File: config.mk
export PLATFORM = sky130hd
export DESIGN_NAME = mmu_paging_top
export DESIGN_NICKNAME = d
export VERILOG_FILES = /design/src/rtl/mmu_pkg.sv /design/src/rtl/mmu_tlb.sv /design/src/rtl/mmu_walker.sv /design/src/rtl/mmu_paging_top.sv
export SDC_FILE = /design/constraint.sdc
export NUM_CORES = 1
export LEC_CHECK = 0
export BUFFER_PORTS_ARGS = -buffer_cell sky130_fd_sc_hd__buf_4
export CORE_MARGIN = 4
export CORE_UTILIZATION = 45
export DETAILED_ROUTE_END_ITERATION = 8
export MAX_ROUTING_LAYER = met4
export PLACE_DENSITY_LB_ADDON = 0.3
export REMOVE_ABC_BUFFERS = 1
export SETUP_SLACK_MARGIN = 0.4
export SYNTH_ARGS = -nofsm -noshare
export SYNTH_HDL_FRONTEND = slang
export SYNTH_SLANG_ARGS = --single-unit
File: constraint.sdc
create_clock -name clk -period 12.1 [get_ports clk]
set_input_delay 2.42 -clock clk [delete_from_list [all_inputs] [get_ports clk]]
set_output_delay 2.42 -clock clk [all_outputs]
set_load 0.03 [all_outputs]
File: src/rtl/mmu_pkg.sv
package mmu_pkg;

    localparam int LA_W      = 32;
    localparam int PAGE_BITS = 12;
    localparam int ASID_W    = 8;
    localparam int PTA_W     = 32;
    localparam int TLB_N     = 16;

    localparam int VPN_W   = LA_W - PAGE_BITS;
    localparam int FRAME_W = VPN_W;
    localparam int PA_W    = FRAME_W + PAGE_BITS;
    localparam int PTE_W   = FRAME_W + 1;

    typedef logic [VPN_W-1:0]     vpn_t;
    typedef logic [FRAME_W-1:0]   frame_t;
    typedef logic [PAGE_BITS-1:0] offs_t;
    typedef logic [ASID_W-1:0]    asid_t;
    typedef logic [PTA_W-1:0]     pta_t;
    typedef logic [PA_W-1:0]      pa_t;

    // Table word layout: valid flag above the frame number
    typedef struct packed {
        logic   valid;
        frame_t frame;
    } pte_t;

    typedef struct packed {
        asid_t  asid;
        vpn_t   vpn;
        frame_t frame;
    } tlb_entry_t;

    typedef enum logic [1:0] {
        W_IDLE = 2'd0,
        W_READ = 2'd1,
        W_WAIT = 2'd2
    } walk_state_e;

    function automatic vpn_t la_vpn(input logic [LA_W-1:0] la);
        return la[LA_W-1:PAGE_BITS];
    endfunction

    function automatic offs_t la_off(input logic [LA_W-1:0] la);
        return la[PAGE_BITS-1:0];
    endfunction

    function automatic pa_t make_pa(input frame_t fr, input offs_t off);
        return {fr, off};
    endfunction

endpackage

File: src/rtl/mmu_tlb.sv
module mmu_tlb
    import mmu_pkg::*;
#(
    parameter int N = TLB_N
) (
    input  logic   clk,
    input  logic   rst,
    input  logic   flush,
    input  asid_t  lk_asid,
    input  vpn_t   lk_vpn,
    output logic   lk_hit,
    output frame_t lk_frame,
    input  logic   fill_en,
    input  asid_t  fill_asid,
    input  vpn_t   fill_vpn,
    input  frame_t fill_frame
);
    localparam int IDX_W = (N > 1) ? $clog2(N) : 1;

    tlb_entry_t       ent_q [N];
    logic [N-1:0]     vld_q;
    logic [N-1:0]     match;
    logic [N-1:0]     fill_sel;
    logic [IDX_W-1:0] rr_q;
    logic [IDX_W-1:0] victim;
    logic             any_free;

    // Parallel compare of every entry against tag and page
    generate
        for (genvar i = 0; i < N; i++) begin : g_ent
            assign match[i] = vld_q[i]
                           && (ent_q[i].asid == lk_asid)
                           && (ent_q[i].vpn  == lk_vpn);
            assign fill_sel[i] = fill_en && !flush && (victim == IDX_W'(i));

            always_ff @(posedge clk) begin
                if (fill_sel[i]) begin
                    ent_q[i] <= '{asid: fill_asid, vpn: fill_vpn, frame: fill_frame};
                end
            end
        end
    endgenerate

    always_comb begin
        lk_hit   = |match;
        lk_frame = '0;
        for (int i = 0; i < N; i++) begin
            if (match[i]) lk_frame = lk_frame | ent_q[i].frame;
        end
    end

    // Lowest empty slot first, otherwise the round-robin slot
    always_comb begin
        any_free = 1'b0;
        victim   = rr_q;
        for (int i = N - 1; i >= 0; i--) begin
            if (!vld_q[i]) begin
                any_free = 1'b1;
                victim   = IDX_W'(i);
            end
        end
    end

    always_ff @(posedge clk) begin
        if (rst) begin
            vld_q <= '0;
            rr_q  <= '0;
        end else if (flush) begin
            vld_q <= '0;
        end else if (fill_en) begin
            vld_q[victim] <= 1'b1;
            if (!any_free) begin
                rr_q <= (rr_q == IDX_W'(N - 1)) ? '0 : rr_q + 1'b1;
            end
        end
    end

    a_r7_flush_empties: assert property (@(posedge clk) disable iff (rst)
        flush |=> (vld_q == '0));

    a_r3_single_match: assert property (@(posedge clk) disable iff (rst)
        $onehot0(match));

    a_r8_one_slot_written: assert property (@(posedge clk) disable iff (rst)
        $onehot0(fill_sel));

    a_r8_pointer_waits_for_full: assert property (@(posedge clk) disable iff (rst)
        (fill_en && any_free) |=> $stable(rr_q));

endmodule

File: src/rtl/mmu_walker.sv
module mmu_walker
    import mmu_pkg::*;
(
    input  logic            clk,
    input  logic            rst,
    input  logic            req_valid,
    input  logic [LA_W-1:0] req_la,
    input  asid_t           req_asid,
    output logic            req_ready,
    input  logic            lk_hit,
    input  frame_t          lk_frame,
    input  pta_t            base_q,
    input  pta_t            len_q,
    output logic            pt_rd_en,
    output pta_t            pt_rd_addr,
    input  logic [PTE_W-1:0] pt_rd_data,
    output logic            fill_en,
    output asid_t           fill_asid,
    output vpn_t            fill_vpn,
    output frame_t          fill_frame,
    output logic            rsp_valid,
    output pa_t             rsp_pa,
    output logic            rsp_fault
);
    walk_state_e state_q;
    vpn_t        vpn_q;
    offs_t       off_q;
    asid_t       asid_q;
    pte_t        pte;
    logic        acc;
    logic        oor;
    vpn_t        req_vpn;

    assign req_vpn   = la_vpn(req_la);
    assign req_ready = (state_q == W_IDLE);
    assign acc       = req_valid && req_ready;
    assign oor       = (PTA_W'(req_vpn) >= len_q);
    assign pte       = pte_t'(pt_rd_data);

    assign pt_rd_en   = (state_q == W_READ);
    assign pt_rd_addr = base_q + PTA_W'(vpn_q);

    assign fill_en    = (state_q == W_WAIT) && pte.valid;
    assign fill_asid  = asid_q;
    assign fill_vpn   = vpn_q;
    assign fill_frame = pte.frame;

    always_ff @(posedge clk) begin
        if (rst) begin
            state_q   <= W_IDLE;
            rsp_valid <= 1'b0;
            rsp_fault <= 1'b0;
            rsp_pa    <= '0;
            vpn_q     <= '0;
            off_q     <= '0;
            asid_q    <= '0;
        end else begin
            rsp_valid <= 1'b0;
            case (state_q)
                W_IDLE: begin
                    if (acc) begin
                        if (oor) begin
                            rsp_valid <= 1'b1;
                            rsp_fault <= 1'b1;
                            rsp_pa    <= '0;
                        end else if (lk_hit) begin
                            rsp_valid <= 1'b1;
                            rsp_fault <= 1'b0;
                            rsp_pa    <= make_pa(lk_frame, la_off(req_la));
                        end else begin
                            vpn_q   <= req_vpn;
                            off_q   <= la_off(req_la);
                            asid_q  <= req_asid;
                            state_q <= W_READ;
                        end
                    end
                end
                W_READ: state_q <= W_WAIT;
                W_WAIT: begin
                    state_q   <= W_IDLE;
                    rsp_valid <= 1'b1;
                    rsp_fault <= !pte.valid;
                    rsp_pa    <= pte.valid ? make_pa(pte.frame, off_q) : '0;
                end
                default: state_q <= W_IDLE;
            endcase
        end
    end

    a_r2_hit_next_cycle: assert property (@(posedge clk) disable iff (rst)
        (acc && !oor && lk_hit) |=> (rsp_valid && !rsp_fault && !pt_rd_en));

    a_r5_range_fault: assert property (@(posedge clk) disable iff (rst)
        (acc && oor) |=> (rsp_valid && rsp_fault && !pt_rd_en && (rsp_pa == '0)));

    a_r4_single_read: assert property (@(posedge clk) disable iff (rst)
        pt_rd_en |=> !pt_rd_en);

    a_r4_answer_after_read: assert property (@(posedge clk) disable iff (rst)
        pt_rd_en |=> ##1 rsp_valid);

    a_r9_no_accept_in_walk: assert property (@(posedge clk) disable iff (rst)
        (acc && !oor && !lk_hit) |=> (!req_ready ##1 !req_ready));

endmodule

File: src/rtl/mmu_paging_top.sv
module mmu_paging_top
    import mmu_pkg::*;
(
    input  logic              clk,
    input  logic              rst,
    input  logic              req_valid,
    output logic              req_ready,
    input  logic [LA_W-1:0]   req_la,
    input  logic [ASID_W-1:0] req_asid,
    output logic              rsp_valid,
    output logic [PA_W-1:0]   rsp_pa,
    output logic              rsp_fault,
    input  logic              tbl_base_ld,
    input  logic              tbl_len_ld,
    input  logic [PTA_W-1:0]  tbl_wdata,
    input  logic              tlb_flush,
    output logic              pt_rd_en,
    output logic [PTA_W-1:0]  pt_rd_addr,
    input  logic [PTE_W-1:0]  pt_rd_data
);
    pta_t   base_q;
    pta_t   len_q;
    logic   lk_hit;
    frame_t lk_frame;
    logic   fill_en;
    asid_t  fill_asid;
    vpn_t   fill_vpn;
    frame_t fill_frame;

    always_ff @(posedge clk) begin
        if (rst) begin
            base_q <= '0;
            len_q  <= '0;
        end else begin
            if (tbl_base_ld) base_q <= tbl_wdata;
            if (tbl_len_ld)  len_q  <= tbl_wdata;
        end
    end

    mmu_tlb #(.N(TLB_N)) u_tlb (
        .clk        (clk),
        .rst        (rst),
        .flush      (tlb_flush),
        .lk_asid    (req_asid),
        .lk_vpn     (la_vpn(req_la)),
        .lk_hit     (lk_hit),
        .lk_frame   (lk_frame),
        .fill_en    (fill_en),
        .fill_asid  (fill_asid),
        .fill_vpn   (fill_vpn),
        .fill_frame (fill_frame)
    );

    mmu_walker u_walk (
        .clk        (clk),
        .rst        (rst),
        .req_valid  (req_valid),
        .req_la     (req_la),
        .req_asid   (req_asid),
        .req_ready  (req_ready),
        .lk_hit     (lk_hit),
        .lk_frame   (lk_frame),
        .base_q     (base_q),
        .len_q      (len_q),
        .pt_rd_en   (pt_rd_en),
        .pt_rd_addr (pt_rd_addr),
        .pt_rd_data (pt_rd_data),
        .fill_en    (fill_en),
        .fill_asid  (fill_asid),
        .fill_vpn   (fill_vpn),
        .fill_frame (fill_frame),
        .rsp_valid  (rsp_valid),
        .rsp_pa     (rsp_pa),
        .rsp_fault  (rsp_fault)
    );

    a_r6_fault_not_installed: assert property (@(posedge clk) disable iff (rst)
        (rsp_valid && rsp_fault) |-> !$past(fill_en));

    a_r9_read_only_when_busy: assert property (@(posedge clk) disable iff (rst)
        pt_rd_en |-> !req_ready);

endmodule

### After elaboration in Yosys (flattened, before gate mapping)

Memory sizes are Yosys's and may differ from the RTL's.
Cells that the tools add are included.

| operators by class | value |
|---|---|
| eq/ne operators | 54 |
| reductions and logical operators | 78 |
| order comparisons | 3 |
| bitwise logic cells | 20 |
| $add $sub $neg | 2 |
| muxes and demuxes | 145 |

Operator list:

| cell | number |
|---|---|
| two-way mux 48 bit | 15 |
| OR reduction 48 bit | 15 |
| == test 20 bit | 16 |
| two-way mux 20 bit | 16 |
| bitwise OR 20 bit | 15 |
| == test 8 bit | 16 |
| two-way mux 32 bit | 4 |
| two-way mux 4 bit | 32 |
| two-way mux 1 bit | 70 |
| case mux 32 bit (2 select lines) | 1 |
| logical AND 1 bit | 52 |
| == test 4 bit, second input constant | 9 |
| adder 32 x 20 -> 32 bit | 1 |
| greater-or-equal comparator 20 x 32 -> 1 bit | 1 |
| == test 4 x 3 -> 1 bit, second input constant | 4 |
| bitwise OR 16 bit | 1 |
| OR reduction 16 bit | 1 |
| AND reduction 3 bit | 3 |
| == test 4 x 2 -> 1 bit, second input constant | 2 |
| two-way mux 2 bit | 3 |
| != test 2 bit, second input constant | 3 |
| < comparator 4 x 5 -> 1 bit, second input constant | 1 |
| adder 4 x 1 -> 4 bit, second input constant | 1 |
| demux 1 bit (select 4 bit) | 1 |
| other kinds (14) | 19 |

| word-level totals | value |
|---|---|
| RAM bits | 768 |
| output and inout port bits | 68 |
| register bits | 160 |
| memories | 1 |

Memory list:

| name | depth | bits a word | read ports | clocked after Yosys merged registers in | write ports | RTL line | text |
|---|---|---|---|---|---|---|---|
| u_tlb.ent_q | 16 | 48 | 16 | 0 | 1 | mmu_tlb.sv:20 | `tlb_entry_t ent_q [N];` |

### Longest topological paths before layout

| depth | value |
|---|---|
| depth after elaboration | 38 |
| gate-level depth with buffers | 13 |
| mapped depth without buffers | 11 |

### Cells and area by module

A second synthesis with hierarchy kept.

| unflattened totals | value |
|---|---|
| cell total of the unflattened synthesis | 2719 |
| area, all modules | 39265.2 um2 |

By module, submodules not included:

| module | cells an instance | area an instance (um2) | times used |
|---|---|---|---|
| mmu_tlb | 1810 | 31258.7 | 1 |
| mmu_walker | 702 | 5666.7 | 1 |
| mmu_paging_top | 207 | 2339.7 | 1 |

### Least setup slack after synthesis

No wires, ideal clock.

| path | value |
|---|---|
| kind | input port to flip-flop |
| start point | input port pt_rd_data[20] |
| end point | memory u_tlb.ent_q[0][144] (netlist name), enable pin |
| data required time | 11.527 ns |
| stages on the path | 5 |
| slack | 3.784 ns |
| path buffers | 1 |
| data arrival time | 7.743 ns |
| path through | and2_1 -> clkbuf_1 -> o21ai_0 -> or3_1 -> nor4_1 |

| between the ends | value |
|---|---|
| elaborated cells between the ends (all ways) | 95 |
| classes of those cells | mux: 62; reduce/logical: 33 |

RTL lines:

| item | RTL line | text |
|---|---|---|
| from (decl) | mmu_paging_top.sv:19 | `input logic [PTE_W-1:0] pt_rd_data` |
| logical AND 1 bit * | mmu_walker.sv:43 | `assign fill_en = (state_q == W_WAIT) && pte.valid;` |
| logical AND 1 bit * (2 in a row) | mmu_tlb.sv:34 | `assign fill_sel[i] = fill_en && !flush && (victim == IDX_W'(i));` |
| net u_tlb.fill_sel[3] | mmu_tlb.sv:23 | `logic [N-1:0] fill_sel;` |
| two-way mux 1 bit * | mmu_tlb.sv:37 | `if (fill_sel[i]) begin` |
| two-way mux 1 bit (not written as such) * | mmu_tlb.sv:38 | `ent_q[i] <= '{asid: fill_asid, vpn: fill_vpn, frame: fill_frame};` |
| OR reduction 48 bit (no source line) | - |  |
| two-way mux 4 bit (no source line) / two-way mux 1 bit (equally long branches) (13 in a row) | - |  |
| to (decl) | mmu_tlb.sv:20 |  |

The timed path passes the listed nets; every way through them passes the cells marked *.

### Worst setup path in the final report

| path | value |
|---|---|
| start point | register u_walk.vpn_q[2] (netlist: u_walk.fill_vpn[2]) |
| end point | output port pt_rd_addr[21] |

| between the ends | value |
|---|---|
| longest elaborated chain between the ends | 1 |

RTL lines:

| item | RTL line | text |
|---|---|---|
| from (decl) | mmu_walker.sv:26 | `vpn_t vpn_q;` |
| from (signal assigned) | mmu_walker.sv:71 | `vpn_q <= req_vpn;` |
| adder 32 x 20 -> 32 bit | mmu_walker.sv:41 | `assign pt_rd_addr = base_q + PTA_W'(vpn_q);` |
| to (decl) | mmu_paging_top.sv:18 | `output logic [PTA_W-1:0] pt_rd_addr,` |

No other way between the ends.

==> summary.txt <==
Setup path
  • CP required: a little under 10 ns
  • R2r endpoint: u_tlb.ent_q[0][181]
  • Critical Path Sink Type: output port
  • Crit path launch: u_walk.fill_vpn[2]
  • Reg2reg setup slack: 7.68 ns
  • Critical Path End: pt_rd_addr[21]
  • Crit path DAT: 4.31 ns
  • CP Launch Type: register
  • Worst r2r path cells: 9
  • CP max FO: 18
  • WS Path Type: register to output port
  • Reg-to-Reg Start: u_walk.state_q[1]

Clock network
  • H-tree Lvls: 3
  • Clk slew on worst S/H paths: 0.06 ns
  • Post-CTS setup buffers: 0
  • CTS Buf Count: 93
  • Hold Buf Count CTS: 0
  • TritonCTS sink count: slightly above 900
  • Clk root buf: clkbuf_16
  • CTS resizes: 0
  • Clk_lat worst skew: around 0.66 ns
  • CTS Buffer Depth: 3
  • CTS tree: done

Hold path
  • Worst Hold Class: register to register

Power and ir drop
  • Switching share of total power: 0.2372
  • Clock group share of total power: 0.406
  • Static Leak: about 15 nW
  • Sw power: about 1.6 mW
  • Sequential power share: 0.516
  • Power Dens Cells: 151.1 nW/um^2
  • Power Internal: about 5.2 mW
  • Worst VDD drop: 120.2 uV
  • Comb power frac: 0.078

Logic synthesis
  • Total number of yosys warnings: 0
  • EDFF count, synth: 768
  • Share of the synthesized area in the top cell type: 0.5773
  • Library cells used by synthesis: 70
  • Synth Instances: 2919
  • Avg Inst Size Synth: 13.68 sq um
  • Async S/R FF share, synth: 0
  • Top_reg_cell synth: edfxtp_1
  • Synth area leader: edfxtp_1
  • Sequential area share after synthesis: 0.6575
  • Area contributors post-synth: edfxtp_1 (58%), xnor2_1 (9.6%), dfxtp_1 (8.0%)
  • Mapped cell area: 39950 sq um
  • Synth Register Bits: between 900 and 1000

Drt
  • Drt wl/cell: 29.74 um
  • Vias/cell: 6.230
  • Detail Route Antenna Nets: 0
  • DR pass1 iterations: 6
  • WL final: 128.9 mm
  • DRC marker count from the first detailed-route iteration: 3511
  • DR vias: 27010
  • DR DRC count: 0

STA
  • Fin crit share: 0.5564
  • Setup TNS: 0 ns
  • Slew @ Worst Pin: around 1.4 ns
  • Fin crit period: 6.732 ns
  • Clock skew: 0.02632 ns
  • Final Hold Viols: 0
  • Setup violators final: 0
  • Slew headroom: 0.07725
  • Slew Limit Fails: 0
  • RSZ-0062 raised after global routing: false
  • Fmax: 148.5 MHz

Floorplanning
  • Core footprint: 88240 sq um
  • Initial Util: 0.4527
  • I/O Pins: 167
  • Die height: between 300 and 400 um
  • DIE AREA: 93600 sq um
  • Row cnt: 109
  • Die X: 305.9 um

Layout
  • Design area: roughly 45000 sq um
  • Share of layout cells above drive strength 1: 0.1266
  • Layout Utilization: 0.5132
  • Nets: 3235
  • Area Overhead vs Synth: 13.35%
  • Commonest cells after routing, fill and taps aside: edfxtp_1 (768), xnor2_1 (437), buf_4 (229), nand4_1 (206), dfxtp_1 (160)
  • Commonest non-fill, non-tap cell in the layout: edfxtp_1

Status
  • Outcome: finished, final reports clean

Placement
  • Port Buffers: 166
  • Dpl cell area: 42370 sq um
  • Routability cong.: 0.9113
  • Hpwl dp: 74.24 mm

Global route
  • Largest net degree at the start of global routing: 86
  • Initial antenna violation count: 5
  • Vias in the first global route: 26580
  • Total GRT Usage: 0.2758
  • First-pass GRT wire length: 184.1 mm
  • Gr ovfl total: 0

Job
  • Max cap viols: 0
[worst max-delay path, cell delays in order (launching register included)]
cell	delay (ns)
dfxtp_1	1.13
ha_1	0.31
nand3_1	0.09
o2111ai_1	0.36
a41oi_1	0.25
o21ai_0	0.38
a31oi_1	0.20
a211o_1	0.39
nand2b_1	0.19
xnor2_1	0.16
buf_4	0.19
[registers in the layout, indices dropped and copies added (netlist names)]
register          count
u_tlb.rr_q            4
u_walk.rsp_valid      1
u_tlb.vld_q          16
u_walk.rsp_pa        32
u_walk.off_q         12
u_walk.rsp_fault      1
u_tlb.ent_q         768
base_q               32
u_walk.fill_vpn      20
u_walk.fill_asid      8
u_walk.state_q        2
len_q                32
[logic make-up after synthesis]
kind of cell             synth area share
adder cells (fa/ha/maj)           0.01334
flip-flops                         0.6575
buffers and inverters             0.02894
AND/OR/NAND/NOR                    0.1030
AO/OA/AOI/OAI                     0.07658
multiplexers                      0.01654
XOR/XNOR                           0.1041
[synthesized netlist by cell type (all sizes together) (32+ instances only)]
library cell / number
a21oi: 75
a22oi: 107
buf: 98
clkbuf: 51
dfxtp: 160
edfxtp: 768
ha: 41
inv: 53
mux2i: 66
nand2: 147
nand2b: 41
nand3: 90
nand4: 206
nor2: 140
nor4: 50
o21ai: 88
xnor2: 440
xor2: 32
[final cells by class]
cell class	instances	area, sq um
Fill cell	7279	42960
Sequential cell	928	26270
Multi-Input combinational cell	1789	12720
Clock buffer	129	2574
Timing Repair Buffer	229	1719
Tap cell	1165	1458
Clock inverter	40	335.3
Inverter	53	198.9
Antenna cell	2	5.005
[metrics by stage]
| stage | hold WS, ns | cells | worst slack, ns | power, mW |
|---|---|---|---|---|
| final | 0.4813 | 4335 | 5.368 | 6.842 |
| after global routing | 0.5038 | 4334 | 5.114 | 7.036 |
| after CTS | 0.4796 | 4333 | 5.366 | 6.860 |
| after detailed placement | 0.4708 | 4164 | 6.088 | 4.121 |
| after global placement | 0.4665 | 4164 | 6.143 | 4.110 |
| after floorplan | 0.4479 | 2770 | 3.288 | 3.832 |
[layer usage]
metal,part of all wire,wire [um],track usage
met4,0.037,4783,0.1023
met5,0,0,-
met1,0.39,50070,0.3605
met3,0.098,12620,0.04220
met2,0.48,61430,0.4397
[power by group through the flow]
stage / sequential, mW / clock [mW] / combinational, mW
finish: 3.53 / 2.78 / 0.531
global route: 3.53 / 2.94 / 0.559
floorplan: 3.60 / 0 / 0.227
detailed placement: 3.60 / 0 / 0.521
global placement: 3.60 / 0 / 0.511
CTS: 3.53 / 2.80 / 0.524
[worst min-delay path by stage]
stage	from	to	slack, ns	cells past startpoint
finish	u_walk.off_q[0]	u_walk.off_q[0]	0.48	2
CTS	u_walk.off_q[0]	u_walk.off_q[0]	0.48	2
global route	u_walk.off_q[0]	u_walk.off_q[0]	0.50	2
detailed placement	u_walk.off_q[0]	u_walk.off_q[0]	0.47	2
floorplan	u_walk.off_q[0]	u_walk.off_q[0]	0.45	2
global placement	u_walk.off_q[3]	u_walk.off_q[3]	0.47	2
Power figures use the tool's default switching activity.
